**src/rtl/mst_pkg.sv**
```systemverilog
package mst_pkg;
  localparam int unsigned REG_W   = 16;
  localparam int unsigned NUM_MEM = 3;
  localparam int unsigned TM_POS  = 12;

  function automatic int unsigned start_pos(input int unsigned idx);
    return 11 - 3 * idx;
  endfunction

  function automatic int unsigned done_pos(input int unsigned idx);
    return 10 - 3 * idx;
  endfunction

  function automatic int unsigned pass_pos(input int unsigned idx);
    return 9 - 3 * idx;
  endfunction

  typedef enum logic [2:0] {
    EL_W0   = 3'd0,
    EL_R0W1 = 3'd1,
    EL_R1W0 = 3'd2,
    EL_D0W1 = 3'd3,
    EL_D1W0 = 3'd4,
    EL_R0   = 3'd5
  } march_el_e;
endpackage

```
**src/rtl/mst_ram.sv**
```systemverilog
module mst_ram #(
  parameter int unsigned AW = 3,
  parameter int unsigned DW = 4,
  localparam int unsigned BW = (DW > 1) ? $clog2(DW) : 1,
  localparam int unsigned DEPTH = 1 << AW
) (
  input  logic          clk,
  input  logic          we,
  input  logic [AW-1:0] addr,
  input  logic [DW-1:0] wd,
  output logic [DW-1:0] rd,
  input  logic          flt_en,
  input  logic [AW-1:0] flt_addr,
  input  logic [BW-1:0] flt_bit,
  input  logic          flt_val
);
  logic [DW-1:0] mem [DEPTH];
  logic [DW-1:0] rd_q;
  logic [AW-1:0] rd_addr_q;
  logic [DW-1:0] flt_mask;

  always_ff @(posedge clk) begin
    if (we) mem[addr] <= wd;
    rd_q      <= mem[addr];
    rd_addr_q <= addr;
  end

  always_comb begin
    flt_mask = '0;
    if (flt_en && (rd_addr_q == flt_addr)) flt_mask[flt_bit] = 1'b1;
  end

  assign rd = (rd_q & ~flt_mask) | (flt_val ? flt_mask : '0);
endmodule

```
**src/rtl/mst_march.sv**
```systemverilog
module mst_march
  import mst_pkg::*;
#(
  parameter int unsigned AW = 3,
  parameter int unsigned DW = 4,
  localparam logic [AW-1:0] MAXA = {AW{1'b1}}
) (
  input  logic          clk,
  input  logic          rst,
  input  logic          start_i,
  input  logic          abort_i,
  output logic          ram_we,
  output logic [AW-1:0] ram_addr,
  output logic [DW-1:0] ram_wd,
  input  logic [DW-1:0] ram_rd,
  output logic          done_o,
  output logic          pass_o
);
  march_el_e     el_q;
  logic          run_q, ph_q, fail_q;
  logic [AW-1:0] addr_q;
  logic          desc, last, exp_one, wr_one, mis, fail_n;

  always_comb begin
    desc    = (el_q == EL_D0W1) || (el_q == EL_D1W0);
    last    = desc ? (addr_q == '0) : (addr_q == MAXA);
    exp_one = (el_q == EL_R1W0) || (el_q == EL_D1W0);
    wr_one  = (el_q == EL_R0W1) || (el_q == EL_D0W1);
    mis     = ram_rd != (exp_one ? {DW{1'b1}} : {DW{1'b0}});
    fail_n  = fail_q | mis;
    ram_addr = addr_q;
    ram_we   = run_q && ((el_q == EL_W0) || (ph_q && el_q != EL_R0));
    ram_wd   = wr_one ? {DW{1'b1}} : {DW{1'b0}};
  end

  always_ff @(posedge clk) begin
    if (rst || abort_i) begin
      run_q <= 1'b0; ph_q <= 1'b0; fail_q <= 1'b0;
      done_o <= 1'b0; pass_o <= 1'b0;
      el_q <= EL_W0; addr_q <= '0;
    end else if (start_i) begin
      run_q <= 1'b1; ph_q <= 1'b0; fail_q <= 1'b0;
      done_o <= 1'b0; pass_o <= 1'b0;
      el_q <= EL_W0; addr_q <= '0;
    end else if (run_q) begin
      if (el_q == EL_W0) begin
        if (last) begin
          el_q <= EL_R0W1; addr_q <= '0;
        end else begin
          addr_q <= addr_q + 1'b1;
        end
      end else if (!ph_q) begin
        ph_q <= 1'b1;
      end else begin
        ph_q   <= 1'b0;
        fail_q <= fail_n;
        if (last) begin
          case (el_q)
            EL_R0W1: begin el_q <= EL_R1W0; addr_q <= '0;   end
            EL_R1W0: begin el_q <= EL_D0W1; addr_q <= MAXA; end
            EL_D0W1: begin el_q <= EL_D1W0; addr_q <= MAXA; end
            EL_D1W0: begin el_q <= EL_R0;   addr_q <= '0;   end
            default: begin
              run_q  <= 1'b0;
              done_o <= 1'b1;
              pass_o <= ~fail_n;
            end
          endcase
        end else begin
          addr_q <= desc ? addr_q - 1'b1 : addr_q + 1'b1;
        end
      end
    end
  end

  a_r8_pass_needs_done: assert property (@(posedge clk) disable iff (rst)
    pass_o |-> done_o);
  a_r10_abort_clears: assert property (@(posedge clk) disable iff (rst)
    abort_i |=> (!done_o && !pass_o));
  a_r9_start_clears: assert property (@(posedge clk) disable iff (rst)
    (start_i && !abort_i) |=> (!done_o && !pass_o));
  a_r7_done_holds: assert property (@(posedge clk) disable iff (rst)
    (done_o && !start_i && !abort_i) |=> (done_o && $stable(pass_o)));
endmodule

```
**src/rtl/mst_arm.sv**
```systemverilog
module mst_arm
  import mst_pkg::*;
#(
  parameter int unsigned NM = NUM_MEM
) (
  input  logic          clk,
  input  logic          rst,
  input  logic          wr_hit,
  input  logic          wr_tm,
  input  logic [NM-1:0] wr_start,
  output logic          tm_o,
  output logic [NM-1:0] st_o,
  output logic [NM-1:0] start_p,
  output logic          abort_p
);
  logic          tm_q;
  logic [NM-1:0] st_q;

  always_ff @(posedge clk) begin
    if (rst) begin
      tm_q <= 1'b0;
      st_q <= '0;
    end else if (wr_hit) begin
      tm_q <= wr_tm;
      st_q <= (wr_tm && tm_q) ? wr_start : '0;
    end
  end

  assign start_p = (wr_hit && wr_tm && tm_q) ? (wr_start & ~st_q) : '0;
  assign abort_p = wr_hit && !wr_tm;
  assign tm_o    = tm_q;
  assign st_o    = st_q;

  for (genvar i = 0; i < NM; i++) begin : g_chk
    a_r5_no_start_unarmed: assert property (@(posedge clk) disable iff (rst)
      start_p[i] |-> tm_q);
    a_r6_level_no_restart: assert property (@(posedge clk) disable iff (rst)
      (wr_hit && st_q[i]) |-> !start_p[i]);
  end
endmodule

```
**src/rtl/mst_ctrl.sv**
```systemverilog
module mst_ctrl
  import mst_pkg::*;
#(
  parameter int unsigned BUS_AW   = 16,
  parameter logic [BUS_AW-1:0] REG_ADDR = 16'h014D,
  parameter int unsigned AW = 3,
  parameter int unsigned DW = 4,
  localparam int unsigned BW = (DW > 1) ? $clog2(DW) : 1
) (
  input  logic              clk,
  input  logic              rst,
  input  logic [BUS_AW-1:0] reg_addr,
  input  logic              reg_wr,
  input  logic [REG_W-1:0]  reg_wdata,
  input  logic              reg_rd,
  output logic [REG_W-1:0]  reg_rdata,
  input  logic              flt_en,
  input  logic [1:0]        flt_mem,
  input  logic [AW-1:0]     flt_addr,
  input  logic [BW-1:0]     flt_bit,
  input  logic              flt_val
);
  logic               hit, wr_hit, tm;
  logic [NUM_MEM-1:0] wr_start, st, start_p, done, pass;
  logic               abort_p;
  logic [REG_W-1:0]   view;

  assign hit    = (reg_addr == REG_ADDR);
  assign wr_hit = reg_wr && hit;

  for (genvar i = 0; i < NUM_MEM; i++) begin : g_mem
    logic          we;
    logic [AW-1:0] a;
    logic [DW-1:0] wd, rd;

    assign wr_start[i] = reg_wdata[start_pos(i)];

    mst_march #(.AW(AW), .DW(DW)) u_eng (
      .clk(clk), .rst(rst), .start_i(start_p[i]), .abort_i(abort_p),
      .ram_we(we), .ram_addr(a), .ram_wd(wd), .ram_rd(rd),
      .done_o(done[i]), .pass_o(pass[i])
    );

    mst_ram #(.AW(AW), .DW(DW)) u_ram (
      .clk(clk), .we(we), .addr(a), .wd(wd), .rd(rd),
      .flt_en(flt_en && (flt_mem == 2'(i))), .flt_addr(flt_addr),
      .flt_bit(flt_bit), .flt_val(flt_val)
    );
  end

  mst_arm #(.NM(NUM_MEM)) u_arm (
    .clk(clk), .rst(rst), .wr_hit(wr_hit), .wr_tm(reg_wdata[TM_POS]),
    .wr_start(wr_start), .tm_o(tm), .st_o(st), .start_p(start_p),
    .abort_p(abort_p)
  );

  always_comb begin
    view = '0;
    view[TM_POS] = tm;
    for (int i = 0; i < NUM_MEM; i++) begin
      view[start_pos(i)] = st[i];
      view[done_pos(i)]  = done[i];
      view[pass_pos(i)]  = pass[i];
    end
  end

  always_ff @(posedge clk) begin
    if (rst) reg_rdata <= '0;
    else     reg_rdata <= (reg_rd && hit) ? view : '0;
  end

  a_r2_miss_reads_zero: assert property (@(posedge clk) disable iff (rst)
    (reg_rd && !hit) |=> (reg_rdata == '0));
endmodule

```
**config.mk**
```make
export PLATFORM = sky130hd
export DESIGN_NAME = mst_ctrl
export DESIGN_NICKNAME = d
export VERILOG_FILES = /design/src/rtl/mst_pkg.sv /design/src/rtl/mst_ram.sv /design/src/rtl/mst_march.sv /design/src/rtl/mst_arm.sv /design/src/rtl/mst_ctrl.sv
export SDC_FILE = /design/constraint.sdc
export NUM_CORES = 1
export LEC_CHECK = 0
export BUFFER_PORTS_ARGS = -buffer_cell sky130_fd_sc_hd__buf_4
export CAP_MARGIN = 25
export CORE_MARGIN = 5
export CORE_UTILIZATION = 45
export CTS_CLUSTER_DIAMETER = 120
export DETAILED_ROUTE_END_ITERATION = 16
export GPL_TIMING_DRIVEN = 0
export PLACE_DENSITY = 0.69
export SLEW_MARGIN = 20
export SYNTH_ARGS = -nofsm -noshare
export SYNTH_HDL_FRONTEND = slang
export SYNTH_SLANG_ARGS = --single-unit
```
**constraint.sdc**
```tcl
create_clock -name clk -period 2.8 [get_ports clk]
set_input_delay 0.56 -clock clk [delete_from_list [all_inputs] [get_ports clk]]
set_output_delay 0.56 -clock clk [all_outputs]
set_load 0.02 [all_outputs]
```
==> impl_metrics.csv, run 1 <==
group,metric,value,unit
run_status,status,"finished, final reports clean",
clock_tree,worstSkewPairLatency,0.35,ns
clock_tree,cts_resized,0,
logic_synthesis,syn_avg_cell_area,9.22,sq um
clock_tree,numCtsBuffers,9,
logic_synthesis,async_flop_share,0,%
logic_synthesis,synth_mux_area_share,2.19,%
grt,grt_use_met2,28.2,%
logic_synthesis,synth_common_cells,"dfxtp_1 (59), nor2_1 (48), nand2_1 (42), edfxtp_1 (24), inv_1 (24)",
logic_synthesis,postSynthCellCount,477,
logic_synthesis,ys.warnings.count,0,
drt,drc,0,
layout,multiInputGateArea,0.00224,sq mm
sta,timing.final.crit_share,84.1,%
layout,n_antenna_cell,0,
logic_synthesis,synth.largest_area_cell,"dfxtp_1",
grt,overflow,0,
grt,antenna_found_initial,0,
drt,routed_via_density,5.33,
clock_tree,cts_tree,"done",
sta,fmax,425,MHz
clock_tree,clk_pin_slew,0.09,ns
setup_path,required,3.04,ns
sta,finClkSkew,0.00930,ns
sta,fin_crit,2.35,ns
logic_synthesis,synthXorXnorAreaFrac,5.18,%
flow_run,maxCapViolations,0,
setup_path,critPathCaptureType,"register",
logic_synthesis,synth_edf_count,24,
placement,portBuffers,39,
floorplan,initial_utilization,45.6,%
sta,maxSlewHeadroom,51.5,%
clock_tree,cts-root-buf,"clkbuf_8",
drt,via_count,3570,
floorplan,coreArea,0.00964,sq mm
logic_synthesis,ys_types,70,
power,cellPowerDensity,415,mW/mm^2
grt,grt_max_degree,16,
sta,hold_viol_final,0,
floorplan,rows,36,
setup_path,crit_type,"reg -> reg",
placement,place_area,0.00487,sq mm
drt,wl_per_cell,13.7,microns
worst_hold_path,min_path_type,"reg -> reg",
power,power_leakage,1.83,nW
sta,fin_tns_setup,0,ns
sta,rsz0062_at_grt,"no",
logic_synthesis,synth-simple-area-share,24.2,%
layout,final_core_util,52.5,%
layout,final_nets,589,
logic_synthesis,syn_area,0.00440,sq mm
floorplan,die_area,0.0118,sq mm
logic_synthesis,synth.ff_latch_count,83,
floorplan,ios,61,
drt,ant_nets,0,
floorplan,die_x,109,microns
clock_tree,cts_setup_buffers,0,
grt,grt_pass1_wl,15500,microns
sta,setup_viol_count_final,0,
setup_path,arrival,2.59,ns
logic_synthesis,synth_top_area_share,26.9,%
grt,grt_pass1_vias,3416,
logic_synthesis,yosys-top-cells-area,"dfxtp_1 (27%), edfxtp_1 (16%), nor2_1 (4.1%), xnor2_1 (4.0%), nand2_1 (3.6%)",
layout,drive_above_1_share,17.7,%
logic_synthesis,synthAdderAreaFrac,3.41,%
layout,seqCellArea,0.00190,sq mm
clock_tree,clock_path_buffers,2,
logic_synthesis,yosysMostFrequentCell,"dfxtp_1",
grt,met3_usage,4.03,%
setup_path,cp-start-kind,"register",
power,peakVddDrop,0.257,mV
drt,routed_wl,9210,microns
sta,tightest_slew,0.718,ns
grt,grt_use_total,16.3,%
logic_synthesis,synth_ff_type,"dfxtp_1",
drt,first_pass_iters,4,
layout,fillers,922,
sta,slew_viol_final,0,
logic_synthesis,synth_compound_area_share,15.4,%
floorplan,die-height,109,microns
logic_synthesis,yosysSeqAreaShare,43.3,%
placement,dp_hpwl,6850,microns
grt,met1_usage,20.1,%
drt,drt-initial-drc-count,175,
logic_synthesis,synth_top_family_by_area,"simple AND/OR/NAND/NOR gates",
sta,whs,0.375,ns
clock_tree,htreeDepth,3,
layout,synthToLayoutAreaGrowth,15.1,%
placement,gp_routability_congestion,0.871,
grt,grt-busiest-layer,"met2",
clock_tree,cts.sinks,83,
setup_path,cp_max_fo,10,
layout,final_area,0.00506,sq mm
clock_tree,postCtsHoldBufs,0,
==> through the flow <==
stage	worst slack (ns)	instances	total power [mW]
after floorplan	0.836	482	1.29
after global placement	0.509	654	1.33
after detailed placement	0.479	654	1.34
after CTS	0.448	670	2.13
after global routing	0.336	670	2.19
final	0.445	670	2.10
==> layout make-up <==
| class | instances | area share [%] |
|---|---|---|
| plain buffers | 32 | 3.64 |
| clock buffers | 10 | 2.72 |
| clock inverters | 6 | 0.940 |
| inverters | 25 | 1.85 |
| multi-input cells | 342 | 44.2 |
| flip-flops and latches | 83 | 37.6 |
| well taps | 133 | 3.29 |
| repair buffers | 39 | 5.79 |
==> flip-flops by register name, summed over array words and instances, names as in the netlist <==
register,cells
u_arm.tm_o,1
g_mem.u_eng.el_q,9
g_mem.u_eng.ph_q,3
g_mem.u_eng.run_q,3
g_mem.u_eng.ram_addr,9
g_mem.u_ram.mem,24
u_arm.st_o,3
g_mem.u_eng.fail_q,3
g_mem.u_ram.rd_q,3
reg_rdata,10
g_mem.u_ram.rd_addr_q,9
g_mem.u_eng.done_o,3
g_mem.u_eng.pass_o,3
==> critical path: stages (launching register included) <==
cell      delay [ns]
dfxtp_1         0.34
clkbuf_1        0.21
inv_1           0.18
ha_1            0.19
nor2b_2         0.21
o22ai_1         0.10
a221oi_2        0.45
nand4_1         0.21
mux2_1          0.34
==> power by group <==
part           switching [mW]  total (mW)  internal, mW  leakage (nW)
logic                  0.0354      0.0806        0.0452          1.06
clock network           0.441       0.795         0.354        0.0933
registers        0.0000000219        1.23          1.23         0.679
total                   0.476        2.10          1.63          1.83
==> routing by layer <==
metal / part of all wire [%] / routed length (microns)
met1: 46 / 4240
met2: 49 / 4520
met3: 3.5 / 321
met4: 1.3 / 122
met5: 0 / 0
==> cells by family (layout without fill, tap and decap cells) <==
family	after synthesis	in the layout
XOR/XNOR	26	26
multiplexers	7	7
flip-flops	83	83
other	1	6
AND/OR/NAND/NOR	199	199
buffers and inverters	57	112
AO/OA/AOI/OAI	92	92
adder cells (fa/ha/maj)	12	12
==> layout by cell type, fill, tap and decap left out, types with 10 or more instances in the layout <==
cell type and instances:
ha_1 12, clkbuf_8 10, o21ai_0 12, dfxtp_1 59, edfxtp_1 24, inv_1 24
buf_4 49, nand2b_1 11, clkbuf_1 11, a21oi_1 21, nor3_1 21, nand2_1 42
xnor2_1 20, nor2_1 48, and2_1 11
==> path summary, 6_finish.rpt <==
path                                   start                     endpoint  slack (ns)  cells past startpoint
setup / recovery  g_mem[2].u_eng.ram_addr[0]       g_mem[2].u_eng.el_q[1]        0.45                      8
hold / removal    g_mem[1].u_eng.ram_addr[0]  g_mem[1].u_ram.rd_addr_q[0]        0.37                      0
setup reg to reg  g_mem[2].u_eng.ram_addr[0]       g_mem[2].u_eng.el_q[1]        0.45                      8
hold reg to reg   g_mem[1].u_eng.ram_addr[0]  g_mem[1].u_ram.rd_addr_q[0]        0.37                      0
Note: power is estimated with default switching activity, not from simulation.
==> inputs of run 2 (changes only) <==
Settings changed: PLACE_DENSITY 0.69 to 0.71.
Clock period 2.8 ns to 1.95 ns, I/O delays scaled along.
==> impl_metrics.csv, run 2 (synthesized netlist as in run 1, its figures left out) <==
group,metric,value,unit
layout,largest_reg_flops,24,
grt,met1_usage,21.6,%
floorplan,die-height,109,microns
drt,wl_per_cell,14.0,microns
grt,grt-busiest-layer,"met2",
drt,first_pass_iters,4,
sta,slew_viol_final,0,
power,peakVddDrop,0.332,mV
floorplan,coreArea,0.00964,sq mm
grt,grt_pass1_wl,15700,microns
drt,drt-initial-drc-count,143,
layout,seqCellArea,0.00191,sq mm
layout,top_regs,"g_mem.u_ram.mem: 24 flops, reg_rdata: 10 flops",
power,cellPowerDensity,590,mW/mm^2
setup_path,timing.rr.start,"g_mem[2].u_eng.ram_addr[0]",
layout,fin_cells,682,
sta,fmax,531,MHz
sta,tightest_slew,0.616,ns
clock_tree,cts.sinks,83,
worst_hold_path,hp-start,"reg_wdata[5]",
layout,drive_above_1_share,24.8,%
sta,timing.final.crit_share,96.5,%
grt,grt_pass1_vias,3403,
clock_tree,postCtsHoldBufs,0,
clock_tree,htreeDepth,3,
placement,dp_cells,654,
layout,final_nets,601,
grt,grt_use_total,16.4,%
floorplan,ios,61,
floorplan,die_x,109,microns
power,p_total,3.16,mW
placement,gp_routability_congestion,0.899,
drt,routed_via_density,5.26,
sta,finClkSkew,0.0119,ns
setup_path,required,2.20,ns
grt,grt_max_degree,15,
drt,ant_nets,0,
grt,overflow,0,
power,power_leakage,1.97,nW
clock_tree,cts-root-buf,"clkbuf_8",
setup_path,arrival,2.13,ns
layout,fillers,880,
clock_tree,worstSkewPairLatency,0.35,ns
setup_path,critPathLaunch,"g_mem[2].u_eng.ram_addr[0]",
grt,met3_usage,2.66,%
drt,routed_wl,9540,microns
drt,drc,0,
layout,final_cell_mix,"buf_4 (61), dfxtp_1 (52), nor2_1 (48), nand2_1 (42), edfxtp_1 (24)",
clock_tree,numCtsBuffers,9,
setup_path,critPathCaptureType,"register",
layout,layout_commonest_cell,"buf_4",
grt,grt_use_met2,27.2,%
clock_tree,clock_path_buffers,2,
placement,dp_hpwl,6930,microns
sta,fin_tns_setup,0,ns
sta,fin_crit,1.88,ns
placement,portBuffers,39,
placement,place_ws,-0.318,ns
floorplan,rows,36,
setup_path,cp-start-kind,"register",
clock_tree,clk_pin_slew,0.08,ns
floorplan,initial_utilization,45.6,%
layout,synthToLayoutAreaGrowth,21.6,%
layout,final_core_util,55.5,%
sta,maxSlewHeadroom,58.4,%
clock_tree,cts_tree,"done",
sta,hold_viol_final,0,
layout,top_register,"g_mem.u_ram.mem",
floorplan,die_area,0.0118,sq mm
sta,setup_viol_count_final,0,
sta,setup_ws,0.0678,ns
flow_run,maxCapViolations,0,
grt,antenna_found_initial,0,
layout,multiInputGateArea,0.00233,sq mm
worst_hold_path,min_path_type,"in -> reg",
setup_path,crit_type,"reg -> reg",
drt,via_count,3588,
setup_path,cp_max_fo,6,
run_status,status,"finished, final reports clean",
layout,n_antenna_cell,0,
[run 2: cell count changes in the layout (fill, tap and decap cells not counted), moves of 4 or more]
cell and delta:
clkbuf_1 -5, buf_4 +12, ha_2 +4, buf_6 +4, dfxtp_1 -7, ha_1 -5
dfxtp_2 +6
[run 2: worst paths after layout]
| check | to | slack [ns] | cells after the start |
|---|---|---|---|
| setup reg to reg | g_mem[2].u_eng.el_q[1] | 0.07 | 8 |
| setup / recovery | g_mem[2].u_eng.el_q[1] | 0.07 | 8 |
| hold / removal | u_arm.st_o[2] | 0.34 | 3 |
| hold reg to reg | g_mem[1].u_ram.rd_addr_q[2] | 0.38 | 0 |
[run 2: stage by stage]
step                      cell area, sq um  hold WS [ns]
after global placement                4870         0.359
after global routing                  5350         0.325
after detailed placement              4870         0.366
after CTS                             5190         0.323
after floorplan                       4420         0.352
final                                 5350         0.342
[run 2: layout make-up]
cell class,instances,share of cell area (%)
buffer,32,4.40
clock buffer,14,3.84
clock inverter,2,0.257
inverter,25,1.90
multi-input combinational,342,43.6
sequential,83,35.8
tap,133,3.11
timing repair buffer,51,7.16
[run 2: routing by layer]
metal  up-vias  wire (microns)
met5         -               0
met3        13             333
li1       1820               -
met2        62            4640
met4         0             147
met1      1693            4420
[run 2: worst max-delay path, cell delays in order, from the launching register on]
cell      delay [ns]
dfxtp_2         0.35
buf_8           0.13
inv_6           0.07
ha_4            0.13
nor2b_4         0.17
o22ai_2         0.08
a221oi_2        0.32
nand4_1         0.19
mux2_4          0.33
[run 2: repair_timing]
item,in CTS,in global routing
setup endpoints to repair,15,16
resized for setup,21,37
pin swaps,4,7
buffers inserted,4,8
[run 2: report_power, final]
part	internal, mW	switching (mW)
logic	0.0649	0.0524
clock network	0.689	0.592
registers	1.76	0.0000000523
total	2.51	0.644
==> inputs of run 3 (changes only) <==
Settings changed: GPL_TIMING_DRIVEN 0 to unset.
==> impl_metrics.csv, run 3 (synthesized netlist as in run 1, its figures left out) <==
group,metric,value,unit
power,seqPwrFrac,55.8,%
floorplan,die-height,109,microns
run_status,status,"finished, final reports clean",
grt,grt_use_total,16.7,%
grt,overflow,0,
layout,n_antenna_cell,0,
power,peakVddDrop,0.267,mV
sta,rsz0062_at_grt,"no",
sta,finClkSkew,0.0105,ns
layout,synthToLayoutAreaGrowth,18.2,%
drt,drc,0,
placement,dp_hpwl,7250,microns
sta,maxSlewHeadroom,62.5,%
sta,fin_tns_setup,0,ns
clock_tree,clock_path_buffers,2,
clock_tree,clk_pin_slew,0.08,ns
grt,antenna_found_initial,0,
layout,top_register,"g_mem.u_ram.mem",
floorplan,die_area,0.0118,sq mm
layout,top_regs,"g_mem.u_ram.mem: 24 flops, reg_rdata: 10 flops",
clock_tree,htreeDepth,3,
worst_hold_path,min_path_type,"in -> reg",
power,cellPowerDensity,607,mW/mm^2
drt,first_pass_iters,5,
layout,final_cell_mix,"buf_4 (73), dfxtp_1 (58), nor2_1 (48), nand2_1 (42), edfxtp_1 (24)",
clock_tree,cts.sinks,83,
placement,place_area,0.00496,sq mm
sta,setup_viol_count_final,0,
layout,final_area,0.00520,sq mm
drt,routed_via_density,5.31,
flow_run,maxCapViolations,0,
sta,fmax,539,MHz
setup_path,crit_type,"reg -> reg",
grt,grt_pass1_vias,3498,
drt,routed_wl,9440,microns
layout,fin_cells,673,
clock_tree,numCtsBuffers,9,
floorplan,ios,61,
layout,layout_commonest_cell,"buf_4",
power,power_switching,666,uW
sta,whs,0.306,ns
clock_tree,cts-root-buf,"clkbuf_8",
sta,fin_crit,1.85,ns
clock_tree,cts_tree,"done",
layout,drive_above_1_share,20.6,%
drt,wl_per_cell,14.0,microns
setup_path,critPathCaptureType,"register",
layout,largest_reg_flops,24,
sta,hold_viol_final,0,
power,switching_share,21.1,%
drt,drt-initial-drc-count,173,
placement,dp_cells,656,
drt,ant_nets,0,
placement,gp_routability_congestion,0.901,
floorplan,rows,36,
sta,timing.final.crit_share,95.1,%
drt,via_count,3571,
layout,final_nets,592,
clock_tree,postCtsHoldBufs,0,
floorplan,coreArea,0.00964,sq mm
floorplan,initial_utilization,45.6,%
setup_path,arrival,2.13,ns
setup_path,cp_max_fo,4,
layout,final_core_util,53.9,%
power,power_leakage,1.91,nW
sta,slew_viol_final,0,
setup_path,cp-start-kind,"register",
setup_path,required,2.22,ns
setup_path,reg2reg_slack,0.1,ns
floorplan,die_x,109,microns
grt,grt_max_degree,16,
clock_tree,worstSkewPairLatency,0.35,ns
placement,portBuffers,40,
power,internal_power,2.49,mW
grt,grt_pass1_wl,15800,microns
sta,tightest_slew,0.554,ns
power,p_comb_share,3.5,%
power,clock_power_share,40.7,%
run 3: cell count changes in the layout (fill, tap and decap cells not counted), sizes merged:
| cell | previous run | this run |
|---|---|---|
| buf | 76 | 74 |
| bufinv | 0 | 1 |
| clkbuf | 21 | 10 |
| clkinv | 2 | 4 |
| inv | 25 | 26 |
run 3: what timing repair did:
| item | 4_1_cts | 5_1_grt |
|---|---|---|
| setup endpoints to repair | 0 | 7 |
| resized for setup | 0 | 4 |
| buffers inserted | 0 | 1 |
run 3: metal layers:
metal | GRT usage [%] | up-vias | wire length [microns]
met5 | 0 | - | 0
met4 | 6.22 | 0 | 124
met3 | 3.61 | 13 | 413
met2 | 29.5 | 92 | 4800
met1 | 19.9 | 1662 | 4100
li1 | - | 1804 | -
run 3: power by group through the flow:
stage | sequential [mW] | clock (mW) | combinational (mW)
after floorplan | 1.80 | 0 | 0.0558
after global placement | 1.80 | 0 | 0.107
after global routing | 1.76 | 1.38 | 0.119
after detailed placement | 1.80 | 0 | 0.110
final | 1.76 | 1.28 | 0.109
after CTS | 1.76 | 1.30 | 0.110
run 3: final cells by class:
| type | instances | area [sq um] |
|---|---|---|
| clock buffers | 10 | 149 |
| clock inverters | 6 | 61.3 |
| fillers | 914 | 4440 |
| inverters | 25 | 93.8 |
| multi-input cells | 342 | 2250 |
| flip-flops and latches | 83 | 1900 |
| well taps | 133 | 166 |
| repair buffers | 74 | 568 |
run 3: worst paths after layout:
kind / cells after the start / endpoint / start
setup / recovery: 6 / g_mem[0].u_eng.ram_addr[2] / g_mem[0].u_eng.ram_addr[0]
hold / removal: 2 / u_arm.st_o[0] / rst
setup reg to reg: 6 / g_mem[0].u_eng.ram_addr[2] / g_mem[0].u_eng.ram_addr[0]
hold reg to reg: 0 / g_mem[1].u_ram.rd_addr_q[0] / g_mem[1].u_eng.ram_addr[0]
run 3: critical path, cell delays in order (launching register included):
cell      delay, ns
dfxtp_1        0.34
ha_1           0.21
ha_1           0.26
o32ai_4        0.35
a21oi_2        0.09
a211o_1        0.26
a221oi_2       0.25
run 3: per-stage QoR:
| step | worst slack [ns] | total power [mW] |
|---|---|---|
| after CTS | 0.0323 | 3.17 |
| after floorplan | 0.00857 | 1.86 |
| final | 0.0961 | 3.15 |
| after detailed placement | 0.0242 | 1.91 |
| after global placement | 0.0675 | 1.91 |
| after global routing | 0.00603 | 3.26 |
